--- src/rtl/stn_pkg.sv ---
package stn_pkg;

    localparam int HREG_W        = 7;
    localparam int POS_W         = 10;
    localparam int FPW_W         = 3;
    localparam int MODR_W        = 6;
    localparam int HCNT_W        = 10;
    localparam int VCNT_W        = 10;
    localparam int GEO_W         = 12;
    localparam int HDS_OFFSET    = 22;
    localparam int HUNIT_SHIFT   = 3;
    localparam int HDP_MIN_UNITS = 4;

    typedef logic [GEO_W-1:0] geo_t;

    typedef struct packed {
        logic [HREG_W-1:0] ht;
        logic [HREG_W-1:0] hdp;
        logic [POS_W-1:0]  hds;
        logic [POS_W-1:0]  lps;
        logic [HREG_W-1:0] lpw;
        logic [POS_W-1:0]  vt;
        logic [POS_W-1:0]  vdp;
        logic [POS_W-1:0]  vds;
        logic [POS_W-1:0]  fps;
        logic [FPW_W-1:0]  fpw;
        logic [MODR_W-1:0] mod_rate;
        logic              line_pol;
        logic              frame_pol;
    } stn_cfg_t;

    typedef struct packed {
        geo_t h_total;
        geo_t de_h_start;
        geo_t de_h_end;
        geo_t lp_start;
        geo_t lp_end;
        geo_t v_total;
        geo_t de_v_start;
        geo_t de_v_end;
        geo_t fp_start;
        geo_t fp_end;
    } stn_geom_t;

    typedef struct packed {
        logic [HCNT_W-1:0] h;
        logic [VCNT_W-1:0] v;
    } stn_pos_t;

    function automatic geo_t units_to_px(input logic [HREG_W-1:0] u);
        geo_t t;
        t = geo_t'(u) + geo_t'(1);
        return t << HUNIT_SHIFT;
    endfunction

    function automatic geo_t plus_one(input logic [POS_W-1:0] x);
        return geo_t'(x) + geo_t'(1);
    endfunction

    function automatic logic in_win(input geo_t x, input geo_t lo, input geo_t hi);
        return (x >= lo) && (x < hi);
    endfunction

    function automatic stn_geom_t derive_geom(input stn_cfg_t c);
        stn_geom_t g;
        g.h_total    = units_to_px(c.ht);
        g.de_h_start = geo_t'(c.hds) + geo_t'(HDS_OFFSET);
        g.de_h_end   = g.de_h_start + units_to_px(c.hdp);
        g.lp_start   = plus_one(c.lps);
        g.lp_end     = g.lp_start + geo_t'(c.lpw) + geo_t'(1);
        g.v_total    = plus_one(c.vt);
        g.de_v_start = geo_t'(c.vds);
        g.de_v_end   = g.de_v_start + plus_one(c.vdp);
        g.fp_start   = geo_t'(c.fps);
        g.fp_end     = g.fp_start + geo_t'(c.fpw) + geo_t'(1);
        return g;
    endfunction

    function automatic logic geom_illegal(input stn_cfg_t c, input stn_geom_t g);
        logic gap_bad;
        logic tail_bad;
        logic width_bad;
        gap_bad   = !(g.lp_start > g.de_h_end);
        tail_bad  = !(g.lp_end < g.h_total);
        width_bad = (c.hdp < HREG_W'(HDP_MIN_UNITS - 1)) || !c.hdp[0];
        return gap_bad || tail_bad || width_bad;
    endfunction

endpackage

--- src/rtl/stn_cfg_shadow.sv ---
module stn_cfg_shadow
    import stn_pkg::*;
(
    input  logic              clk,
    input  logic              rst,
    input  logic              load,
    input  stn_cfg_t          cfg_in,
    output stn_geom_t         geom,
    output logic              line_pol,
    output logic              frame_pol,
    output logic [MODR_W-1:0] mod_rate,
    output logic              cfg_err
);

    stn_geom_t geom_next;
    logic      err_next;

    always_comb begin
        geom_next = derive_geom(cfg_in);
        err_next  = geom_illegal(cfg_in, geom_next);
    end

    always_ff @(posedge clk) begin
        if (rst || load) begin
            geom      <= geom_next;
            line_pol  <= cfg_in.line_pol;
            frame_pol <= cfg_in.frame_pol;
            mod_rate  <= cfg_in.mod_rate;
            cfg_err   <= err_next;
        end
    end

    assert_shadow_hold_R3: assert property (@(posedge clk) disable iff (rst)
        !load |=> ($stable(geom) && $stable(cfg_err) && $stable(line_pol)
                   && $stable(frame_pol) && $stable(mod_rate)));

endmodule

--- src/rtl/stn_scan_counter.sv ---
module stn_scan_counter
    import stn_pkg::*;
(
    input  logic     clk,
    input  logic     rst,
    input  geo_t     h_total,
    input  geo_t     v_total,
    output stn_pos_t pos,
    output logic     line_end,
    output logic     frame_end
);

    always_comb begin
        line_end  = (geo_t'(pos.h) == h_total - geo_t'(1));
        frame_end = line_end && (geo_t'(pos.v) == v_total - geo_t'(1));
    end

    always_ff @(posedge clk) begin
        if (rst) begin
            pos <= '0;
        end else if (line_end) begin
            pos.h <= '0;
            if (frame_end) pos.v <= '0;
            else           pos.v <= pos.v + VCNT_W'(1);
        end else begin
            pos.h <= pos.h + HCNT_W'(1);
        end
    end

    assert_h_in_range_R1: assert property (@(posedge clk) disable iff (rst)
        geo_t'(pos.h) < h_total);

    assert_h_wrap_R1: assert property (@(posedge clk) disable iff (rst)
        line_end |=> (pos.h == '0));

    assert_v_hold_R2: assert property (@(posedge clk) disable iff (rst)
        !line_end |=> $stable(pos.v));

    assert_v_in_range_R2: assert property (@(posedge clk) disable iff (rst)
        geo_t'(pos.v) < v_total);

    assert_reset_pos_R10: assert property (@(posedge clk)
        rst |=> (pos.h == '0 && pos.v == '0));

endmodule

--- src/rtl/stn_pulse_decode.sv ---
module stn_pulse_decode
    import stn_pkg::*;
(
    input  stn_pos_t  pos,
    input  stn_geom_t geom,
    input  logic      line_pol,
    input  logic      frame_pol,
    output logic      line_pulse,
    output logic      frame_pulse,
    output logic      disp_en,
    output logic      lp_evt,
    output logic      fp_evt
);

    geo_t hx;
    geo_t vx;
    logic lp_act;
    logic fp_act;

    always_comb begin
        hx     = geo_t'(pos.h);
        vx     = geo_t'(pos.v);
        lp_act = in_win(hx, geom.lp_start, geom.lp_end);
        fp_act = in_win(vx, geom.fp_start, geom.fp_end);
        // Output level: active state when polarity is 1, inverted otherwise.
        line_pulse  = ~(lp_act ^ line_pol);
        frame_pulse = ~(fp_act ^ frame_pol);
        disp_en     = in_win(hx, geom.de_h_start, geom.de_h_end)
                   && in_win(vx, geom.de_v_start, geom.de_v_end);
        lp_evt = (hx == geom.lp_start) && (geom.lp_start < geom.h_total);
        fp_evt = (hx == '0) && (vx == geom.fp_start) && (geom.fp_start < geom.v_total);
    end

endmodule

--- src/rtl/stn_mod_gen.sv ---
module stn_mod_gen
    import stn_pkg::*;
(
    input  logic              clk,
    input  logic              rst,
    input  logic [MODR_W-1:0] rate,
    input  logic              lp_evt,
    input  logic              fp_evt,
    output logic              mod_out
);

    logic [MODR_W-1:0] lcnt;
    logic              per_line;
    logic              count_done;
    logic              toggle;

    always_comb begin
        per_line   = (rate != '0);
        count_done = per_line && (lcnt >= rate - MODR_W'(1));
        toggle     = per_line ? (lp_evt && count_done) : fp_evt;
    end

    always_ff @(posedge clk) begin
        if (rst) begin
            mod_out <= 1'b0;
            lcnt    <= '0;
        end else begin
            if (toggle) mod_out <= ~mod_out;
            if (!per_line)       lcnt <= '0;
            else if (lp_evt)     lcnt <= count_done ? '0 : lcnt + MODR_W'(1);
        end
    end

    assert_mod_frame_only_R8: assert property (@(posedge clk) disable iff (rst)
        (rate == '0 && !fp_evt) |=> $stable(mod_out));

    assert_mod_line_only_R9: assert property (@(posedge clk) disable iff (rst)
        (rate != '0 && !lp_evt) |=> $stable(mod_out));

    assert_mod_reset_R10: assert property (@(posedge clk)
        rst |=> !mod_out);

endmodule

--- src/rtl/stn_timing_gen.sv ---
module stn_timing_gen
    import stn_pkg::*;
(
    input  logic              clk,
    input  logic              rst,
    input  logic [HREG_W-1:0] htot_units,
    input  logic [HREG_W-1:0] hact_units,
    input  logic [POS_W-1:0]  hact_offset,
    input  logic [POS_W-1:0]  lp_pos,
    input  logic [HREG_W-1:0] lp_len,
    input  logic              lp_active_high,
    input  logic [POS_W-1:0]  vtot_lines,
    input  logic [POS_W-1:0]  vact_lines,
    input  logic [POS_W-1:0]  vact_first,
    input  logic [POS_W-1:0]  fp_line,
    input  logic [FPW_W-1:0]  fp_len,
    input  logic              fp_active_high,
    input  logic [MODR_W-1:0] mod_period,
    output logic              line_pulse,
    output logic              frame_pulse,
    output logic              disp_en,
    output logic              mod_out,
    output logic              cfg_err
);

    stn_cfg_t          cfg_live;
    stn_geom_t         geom;
    stn_pos_t          pos;
    logic              line_pol;
    logic              frame_pol;
    logic [MODR_W-1:0] mod_rate;
    logic              line_end;
    logic              frame_end;
    logic              lp_evt;
    logic              fp_evt;

    always_comb begin
        cfg_live.ht        = htot_units;
        cfg_live.hdp       = hact_units;
        cfg_live.hds       = hact_offset;
        cfg_live.lps       = lp_pos;
        cfg_live.lpw       = lp_len;
        cfg_live.vt        = vtot_lines;
        cfg_live.vdp       = vact_lines;
        cfg_live.vds       = vact_first;
        cfg_live.fps       = fp_line;
        cfg_live.fpw       = fp_len;
        cfg_live.mod_rate  = mod_period;
        cfg_live.line_pol  = lp_active_high;
        cfg_live.frame_pol = fp_active_high;
    end

    stn_cfg_shadow u_shadow (
        .clk       (clk),
        .rst       (rst),
        .load      (frame_end),
        .cfg_in    (cfg_live),
        .geom      (geom),
        .line_pol  (line_pol),
        .frame_pol (frame_pol),
        .mod_rate  (mod_rate),
        .cfg_err   (cfg_err)
    );

    stn_scan_counter u_scan (
        .clk       (clk),
        .rst       (rst),
        .h_total   (geom.h_total),
        .v_total   (geom.v_total),
        .pos       (pos),
        .line_end  (line_end),
        .frame_end (frame_end)
    );

    stn_pulse_decode u_decode (
        .pos         (pos),
        .geom        (geom),
        .line_pol    (line_pol),
        .frame_pol   (frame_pol),
        .line_pulse  (line_pulse),
        .frame_pulse (frame_pulse),
        .disp_en     (disp_en),
        .lp_evt      (lp_evt),
        .fp_evt      (fp_evt)
    );

    stn_mod_gen u_mod (
        .clk     (clk),
        .rst     (rst),
        .rate    (mod_rate),
        .lp_evt  (lp_evt),
        .fp_evt  (fp_evt),
        .mod_out (mod_out)
    );

    assert_frame_end_R3: assert property (@(posedge clk) disable iff (rst)
        frame_end |=> (pos.h == '0 && pos.v == '0));

endmodule

--- config.mk ---
export PLATFORM = sky130hd
export DESIGN_NAME = stn_timing_gen
export DESIGN_NICKNAME = d
export VERILOG_FILES = /design/src/rtl/stn_pkg.sv /design/src/rtl/stn_cfg_shadow.sv /design/src/rtl/stn_scan_counter.sv /design/src/rtl/stn_pulse_decode.sv /design/src/rtl/stn_mod_gen.sv /design/src/rtl/stn_timing_gen.sv
export SDC_FILE = /design/constraint.sdc
export NUM_CORES = 1
export LEC_CHECK = 0
export ABC_AREA = 1
export ABC_CLOCK_PERIOD_IN_PS = 8200
export BUFFER_PORTS_ARGS = -buffer_cell sky130_fd_sc_hd__buf_2
export CAP_MARGIN = 25
export CORE_ASPECT_RATIO = 1.25
export CORE_MARGIN = 4
export CORE_UTILIZATION = 29
export CTS_CLUSTER_SIZE = 8
export DETAILED_ROUTE_END_ITERATION = 8
export HOLD_SLACK_MARGIN = 0.03
export MAX_ROUTING_LAYER = met4
export PLACE_DENSITY = 0.53
export SYNTH_ARGS = -nofsm -noshare
export SYNTH_HDL_FRONTEND = slang
export SYNTH_SLANG_ARGS = --single-unit
--- constraint.sdc ---
create_clock -name clk -period 8.2 [get_ports clk]
set_input_delay 2.05 -clock clk [delete_from_list [all_inputs] [get_ports clk]]
set_output_delay 2.05 -clock clk [all_outputs]
set_load 0.01 [all_outputs]
==> metrics, run 1 <==
Sw Ratio=0.303; Worst EP arrival=5.10 ns; detailed placement HPWL=roughly 21000 um; Setup WS pre-CTS=2.97 ns; fin crit period=between 4 and 5 ns; CP max stage cell=o311ai_0; RSZ-0062 raised after global routing=false; Final Cycle Share=0.584; Crit. End Element=flip-flop; Root Driver=clkbuf_16; CP required=8.51 ns; Switch Pwr=622 uW; # rows=slightly below 80; Crit path top cell by count=nand2_1; Ys Warns=0; Die Height=226 um; DR WL/cell=13.7 um; DRC=0; synth unique cells=47; Max Clk Rate=between 200 and 250 MHz; Tot GR Track Use=0.136; CTS resizes=0; Fill cells=~4k; grt total ovfl=0; Ant. Diodes=0; vias in the first global route=8710; max incr delay on CP=0.33 ns; WS Path Type=in2reg; First DRT Iteration DRCs=approximately 380; average size of a mapped cell=8.30 um^2; via/cell ratio=4.58; Static Leak=6.11 nW; clock sinks=142; Hold Slack=0.448 ns; Core Box Area=roughly 37000 um^2; EDFF count, synth=115; R2R depth=13; I/O Buffers=98; Peak VDD IR=0.146 mV; Hold WC Path Type=reg2reg; Comb power frac=0.203; Layout area overhead=14.9%; crit path cell chain=buf_2, o21ai_0, nand2_1, nand3_1, inv_1, or2_2, inv_1, ha_1, nand2_1, o21ai_0, nand2_1, o21ai_0, xor2_1, inv_1, ha_1, nand2_1, inv_1, nand2_1, o311ai_0, nor2_1, nand3_1; max_slew headroom=0.350; Cell Area, Placed=12100 um^2; WHS Path Cells=1; die area=41200 um^2; Mapped Cells=1328; CP max FO=5; ANT nets after route=0; asr flop ratio synth=0; first-pass GRT wire length=43000 um; cts hold-fix bufs=0; sequential power share=0.426; Vias=8886; mapped cell area=11000 um^2; Setup-failing EPs final=0; largest net degree at the start of global routing=76; Post-synth top flop=edfxtp_1; worst-case clock buffer depth=2; Yosys reg bits=142; Yosys top cell by area=edfxtp_1; Power Density=roughly 160 nW/um^2; post-route cell area=12700 um^2; antenna violations before repair=0; share of layout cells above drive strength 1=0.107; outcome=finished clean; worst-margin pin slew=0.976 ns; post-CTS setup buffer count=0; Seq/Total Area, Yosys=0.362; boundary pin count=99; P_int=1.43 mW; Worst Slack Setup Final=3.41 ns; Yosys top cell area share=0.313; Die Wd=182 um; First-pass DRT Iterations=5; Buf/Inv on CP=5; Post-Route Utilization=0.339; Worst-Skew Late Latency=roughly 0.45 ns; Max Cap Viol=0; Sum Neg Setup Slack=0 ns; CTS H-tree lvls=4; TritonCTS clock tree=built; Post-Route WL=26500 um; clock share of power=0.371; Clock Skews=0.00806 ns; Hold Vio Cnt, Final=0; Starting Density=0.295; Slew Viols, Final=0; CP Launch Type=input pin; Nets=roughly 1.7k; number of buffers created by CTS=17; Area contributors post-synth=edfxtp_1 (31%), ha_1 (18%), nand2_1 (8.9%); Clk pin slew, worst setup/hold paths=0.06 ns; Levels on crit path=21; crit-path leading delay family=compound AO/OA/AOI/OAI gates; gpl congestion=just over 0.8
-- layout make-up --
| class | instances | area (um^2) | area share |
|---|---|---|---|
| multi-input cells | 952 | 6140 | 0.485 |
| flip-flops and latches | 142 | 3990 | 0.315 |
| inverters | 230 | 863 | 0.0682 |
| well taps | 486 | 608 | 0.0480 |
| repair buffers | 99 | 498 | 0.0393 |
| clock buffers | 17 | 425 | 0.0336 |
| clock inverters | 15 | 138 | 0.0109 |
-- kinds of logic (layout without fill, tap and decap cells) --
kind of cell | Yosys count | in the layout | synth area share
compound gates | 149 | 149 | 0.0767
simple gates | 541 | 541 | 0.213
xor+xnor | 99 | 99 | 0.0800
other cells | 1 | 2 | 0.000340
fa+ha+maj | 161 | 161 | 0.185
flops | 142 | 142 | 0.362
buf+inv | 235 | 361 | 0.0817
-- final timing paths --
path	slack, ns	endpoint	from
max	3.41	u_shadow.cfg_err	hact_offset[2]
min	0.45	u_scan.pos[10]	u_scan.pos[10]
max reg2reg	4.47	u_shadow.geom[116]	u_shadow.geom[111]
min reg2reg	0.45	u_scan.pos[10]	u_scan.pos[10]
-- power by group through the flow --
stage          sequential [mW]  combinational (mW)  clock (mW)
6_report                 0.874               0.418       0.761
5_1_grt                  0.880               0.486       0.814
4_1_cts                  0.875               0.424       0.787
3_5_place_dp             0.890               0.421           0
3_3_place_gp             0.890               0.413           0
2_1_floorplan            0.883               0.297           0
-- cell usage in the layout (no fill, tap or decap), types with 3 or more instances in the layout --
cell / netlist / routed
nor3_1: 21 / 21
and3_1: 4 / 4
xor2_1: 63 / 63
or2_2: 7 / 7
a21o_1: 6 / 6
o211ai_1: 7 / 7
dfxtp_1: 27 / 27
o2111ai_1: 3 / 3
o31ai_1: 3 / 3
nor2_2: 7 / 7
inv_2: 3 / 3
fa_1: 4 / 4
inv_6: 0 / 5
a21oi_1: 82 / 82
nor4_1: 4 / 4
nand3b_1: 6 / 6
a211oi_1: 5 / 5
clkinvlp_4: 0 / 4
clkinv_1: 1 / 3
edfxtp_1: 115 / 115
o21ai_0: 25 / 25
clkinv_4: 0 / 3
nand4_1: 23 / 23
clkbuf_16: 0 / 17
buf_2: 0 / 98
ha_1: 157 / 157
nand2_1: 261 / 260
a31oi_1: 4 / 4
nor2_1: 111 / 111
nand3_1: 84 / 84
nor3b_1: 6 / 6
o21ai_1: 3 / 3
xnor2_1: 34 / 34
inv_1: 226 / 226
-- per-stage QoR --
| stage | instances | power (mW) |
|---|---|---|
| 2_1_floorplan | 1329 | 1.18 |
| 3_3_place_gp | 1909 | 1.30 |
| 3_5_place_dp | 1909 | 1.31 |
| 4_1_cts | 1941 | 2.09 |
| 5_1_grt | 1941 | 2.18 |
| 6_report | 1941 | 2.05 |
-- layer usage --
| layer | routed length, um | global-route usage | up-vias |
|---|---|---|---|
| li1 | - | - | 4666 |
| met1 | 11200 | 0.150 | 4067 |
| met2 | 14000 | 0.247 | 125 |
| met3 | 862 | 0.0226 | 28 |
| met4 | 501 | 0.0465 | 0 |
| met5 | 0 | - | - |
-- sequential cells by signal, indices dropped and copies added (netlist names) --
register / count
u_shadow.line_pol: 1
u_mod.mod_out: 1
u_shadow.mod_rate: 6
u_shadow.geom: 106
u_mod.lcnt: 6
u_scan.pos: 20
u_shadow.frame_pol: 1
u_shadow.cfg_err: 1
-- synth_stat cells (7+ instances only) --
cell / count
nand2_1: 261
inv_1: 226
ha_1: 157
edfxtp_1: 115
nor2_1: 111
nand3_1: 84
a21oi_1: 82
xor2_1: 63
xnor2_1: 34
dfxtp_1: 27
o21ai_0: 25
nand4_1: 23
nor3_1: 21
nor2_2: 7
o211ai_1: 7
or2_2: 7
-- worst register-to-register path, delay by kind of cell (launching register included) --
family	cells	cell delay, ns
buf+inv	3	1.04
fa+ha+maj	1	0.23
simple gates	9	1.54
flops	1	0.45
(Power assumes the default switching activity.)
==> inputs of run 2 (changes only) <==
--- a/config.mk
+++ b/config.mk
@@ -6,7 +6,7 @@
 export NUM_CORES = 1
 export LEC_CHECK = 0
 export ABC_AREA = 1
-export ABC_CLOCK_PERIOD_IN_PS = 8200
+export ABC_CLOCK_PERIOD_IN_PS = 4850
 export BUFFER_PORTS_ARGS = -buffer_cell sky130_fd_sc_hd__buf_2
 export CAP_MARGIN = 25
 export CORE_ASPECT_RATIO = 1.25
==> constraint.sdc (replaced) <==
create_clock -name clk -period 4.85 [get_ports clk]
set_input_delay 1.2125 -clock clk [delete_from_list [all_inputs] [get_ports clk]]
set_output_delay 1.2125 -clock clk [all_outputs]
set_load 0.01 [all_outputs]
==> metrics, run 2 (synthesis gave the netlist of run 1 again) <==
outcome=finished clean; CP Launch Type=input pin; detailed placement HPWL=21500 um (+0.56%); DR WL/cell=13.6 um (-0.58%); Hold WC Path Type=reg2reg; # rows=79 (unchanged); Peak VDD IR=0.242 mV (+65%); CTS resizes=0 (unchanged); WS Path Type=in2reg; DRC=0 (unchanged); grt total ovfl=0 (unchanged); CTS H-tree lvls=4 (unchanged); RR Startpoint=u_shadow.geom[111]; Clock Skews=0.0116 ns (+0.00350 ns); Reg with most FFs=u_shadow.geom; largest registers=u_shadow.geom: 106 flops, u_scan.pos: 20 flops; Die Height=226 um (unchanged); post-CTS setup buffer count=0 (unchanged); cts hold-fix bufs=0 (unchanged); CP max FO=3 (-2); largest net degree at the start of global routing=55 (-28%); antenna violations before repair=0 (unchanged); Post-Route Utilization=0.340 (+0.00144); hold path start=u_scan.pos[10]; Vias=8811 (-0.84%); Layout area overhead=15.4%; max FFs per register=106 (unchanged); Starting Density=0.295 (unchanged); R2R depth=13 (unchanged); Hold Vio Cnt, Final=0 (unchanged); Nets=1698 (+0.059%); most frequent cells in the layout=nand2_1 (260), inv_1 (226), ha_1 (157); Setup-failing EPs final=0 (unchanged); Max Cap Viol=0 (unchanged); Max Clk Rate=252 MHz; CP required=5.15 ns (-3.36 ns); Crit. End Element=flip-flop; Reg2Reg Setup Slack=1.65 ns (-2.82 ns); Post-Route WL=26400 um (-0.53%); fin crit period=3.97 ns; RSZ-0062 raised after global routing=false; sink of the worst hold path=u_scan.pos[10]; Slew Viols, Final=0 (unchanged); boundary pin count=99 (unchanged); most common cell after layout, fill and taps aside=nand2_1; TritonCTS clock tree=built; vias in the first global route=8769 (+0.68%); number of buffers created by CTS=17 (unchanged); Power Density=278 nW/um^2 (+71%); First DRT Iteration DRCs=377 (+0.27%); I/O Buffers=98 (unchanged); WHS Path Cells=1 (unchanged); share of layout cells above drive strength 1=0.108 (+0.00130); Die Wd=182 um (unchanged); worst-margin pin slew=0.746 ns (-0.230 ns); gpl congestion=0.827 (about the same); Sum Neg Setup Slack=0 ns (unchanged); max_slew headroom=0.502 (+0.153); ANT nets after route=0 (unchanged); Root Driver=clkbuf_16; Worst-Skew Late Latency=0.45 ns (about the same); Ant. Diodes=0 (unchanged); Worst EP arrival=4.27 ns (-0.83 ns); worst-case clock buffer depth=2 (unchanged); Clk pin slew, worst setup/hold paths=0.06 ns (about the same); First-pass DRT Iterations=4 (-1); die area=41200 um^2 (unchanged); Core Box Area=37400 um^2 (unchanged); Tot GR Track Use=0.136 (+0.000189); reg-to-reg endpoint=u_shadow.geom[118]; Final Cycle Share=0.818; first-pass GRT wire length=43100 um (+0.14%); Static Leak=6.13 nW (+0.36%); via/cell ratio=4.54 (-0.90%); clock sinks=142 (unchanged)
## run 2: changes by cell type in the layout (fill, tap and decap cells not counted), sizes merged
cell      delta
buf          +1
bufinv       +2
clkinvlp     +2
inv          -4
## run 2: through the flow
step                std cells  total power [mW]  hold WS [ns]  setup slack [ns]  instance area (um^2)
CTS                      1942              3.59         0.449             0.907                 12700
floorplan                1329              1.99         0.417             0.354                 11000
detailed placement       1910              2.22         0.438             0.454                 12100
finish                   1942              3.53         0.444             0.883                 12700
global route             1942              3.76         0.487             0.513                 12700
global placement         1910              2.21         0.428             0.508                 12100
## run 2: layer usage
| layer | up-vias | track usage | wire length (um) |
|---|---|---|---|
| met2 | 138 | 0.243 | 13600 |
| met5 | - | - | 0 |
| li1 | 4665 | - | - |
| met3 | 32 | 0.0229 | 859 |
| met1 | 3976 | 0.153 | 11300 |
| met4 | 0 | 0.0482 | 624 |
## run 2: area by class of cell
| type | instances | area (um^2) |
|---|---|---|
| clock buffer | 17 | 425 |
| timing repair buffer | 100 | 518 |
| clock inverter | 15 | 171 |
| multi-input combinational | 952 | 6140 |
| tap | 486 | 608 |
| inverter | 230 | 863 |
| sequential | 142 | 3990 |
| fill | 3932 | 24600 |
## run 2: worst max path at each step
stage | start | endpoint | slack (ns) | cells past startpoint
finish | hact_offset[1] | u_shadow.cfg_err | 0.88 | 19
global placement | hact_offset[2] | u_shadow.cfg_err | 0.51 | 21
global route | hact_offset[2] | u_shadow.cfg_err | 0.51 | 21
detailed placement | hact_offset[2] | u_shadow.cfg_err | 0.45 | 21
CTS | hact_offset[2] | u_shadow.cfg_err | 0.91 | 21
floorplan | u_shadow.geom[48] | u_shadow.cfg_err | 0.35 | 12
## run 2: power breakdown
group	leakage (nW)	switching (mW)	internal (mW)
sequential	1.34	0.0427	1.44
combinational	4.52	0.432	0.276
clock	0.275	0.542	0.804
total	6.13	1.02	2.52
## run 2: worst max-delay path, stage by stage
cell and delay, ns:
buf_2 0.10, inv_1 0.05, ha_1 0.21, xnor2_1 0.22, ha_1 0.20, inv_1 0.06, fa_1 0.39, o21ai_0 0.27
nand2_1 0.11, o21ai_0 0.19, xor2_1 0.21, inv_1 0.07, ha_1 0.29, nand2_1 0.05, inv_1 0.07, nand2_1 0.05
o311ai_0 0.33, nor2_1 0.09, nand3_1 0.10
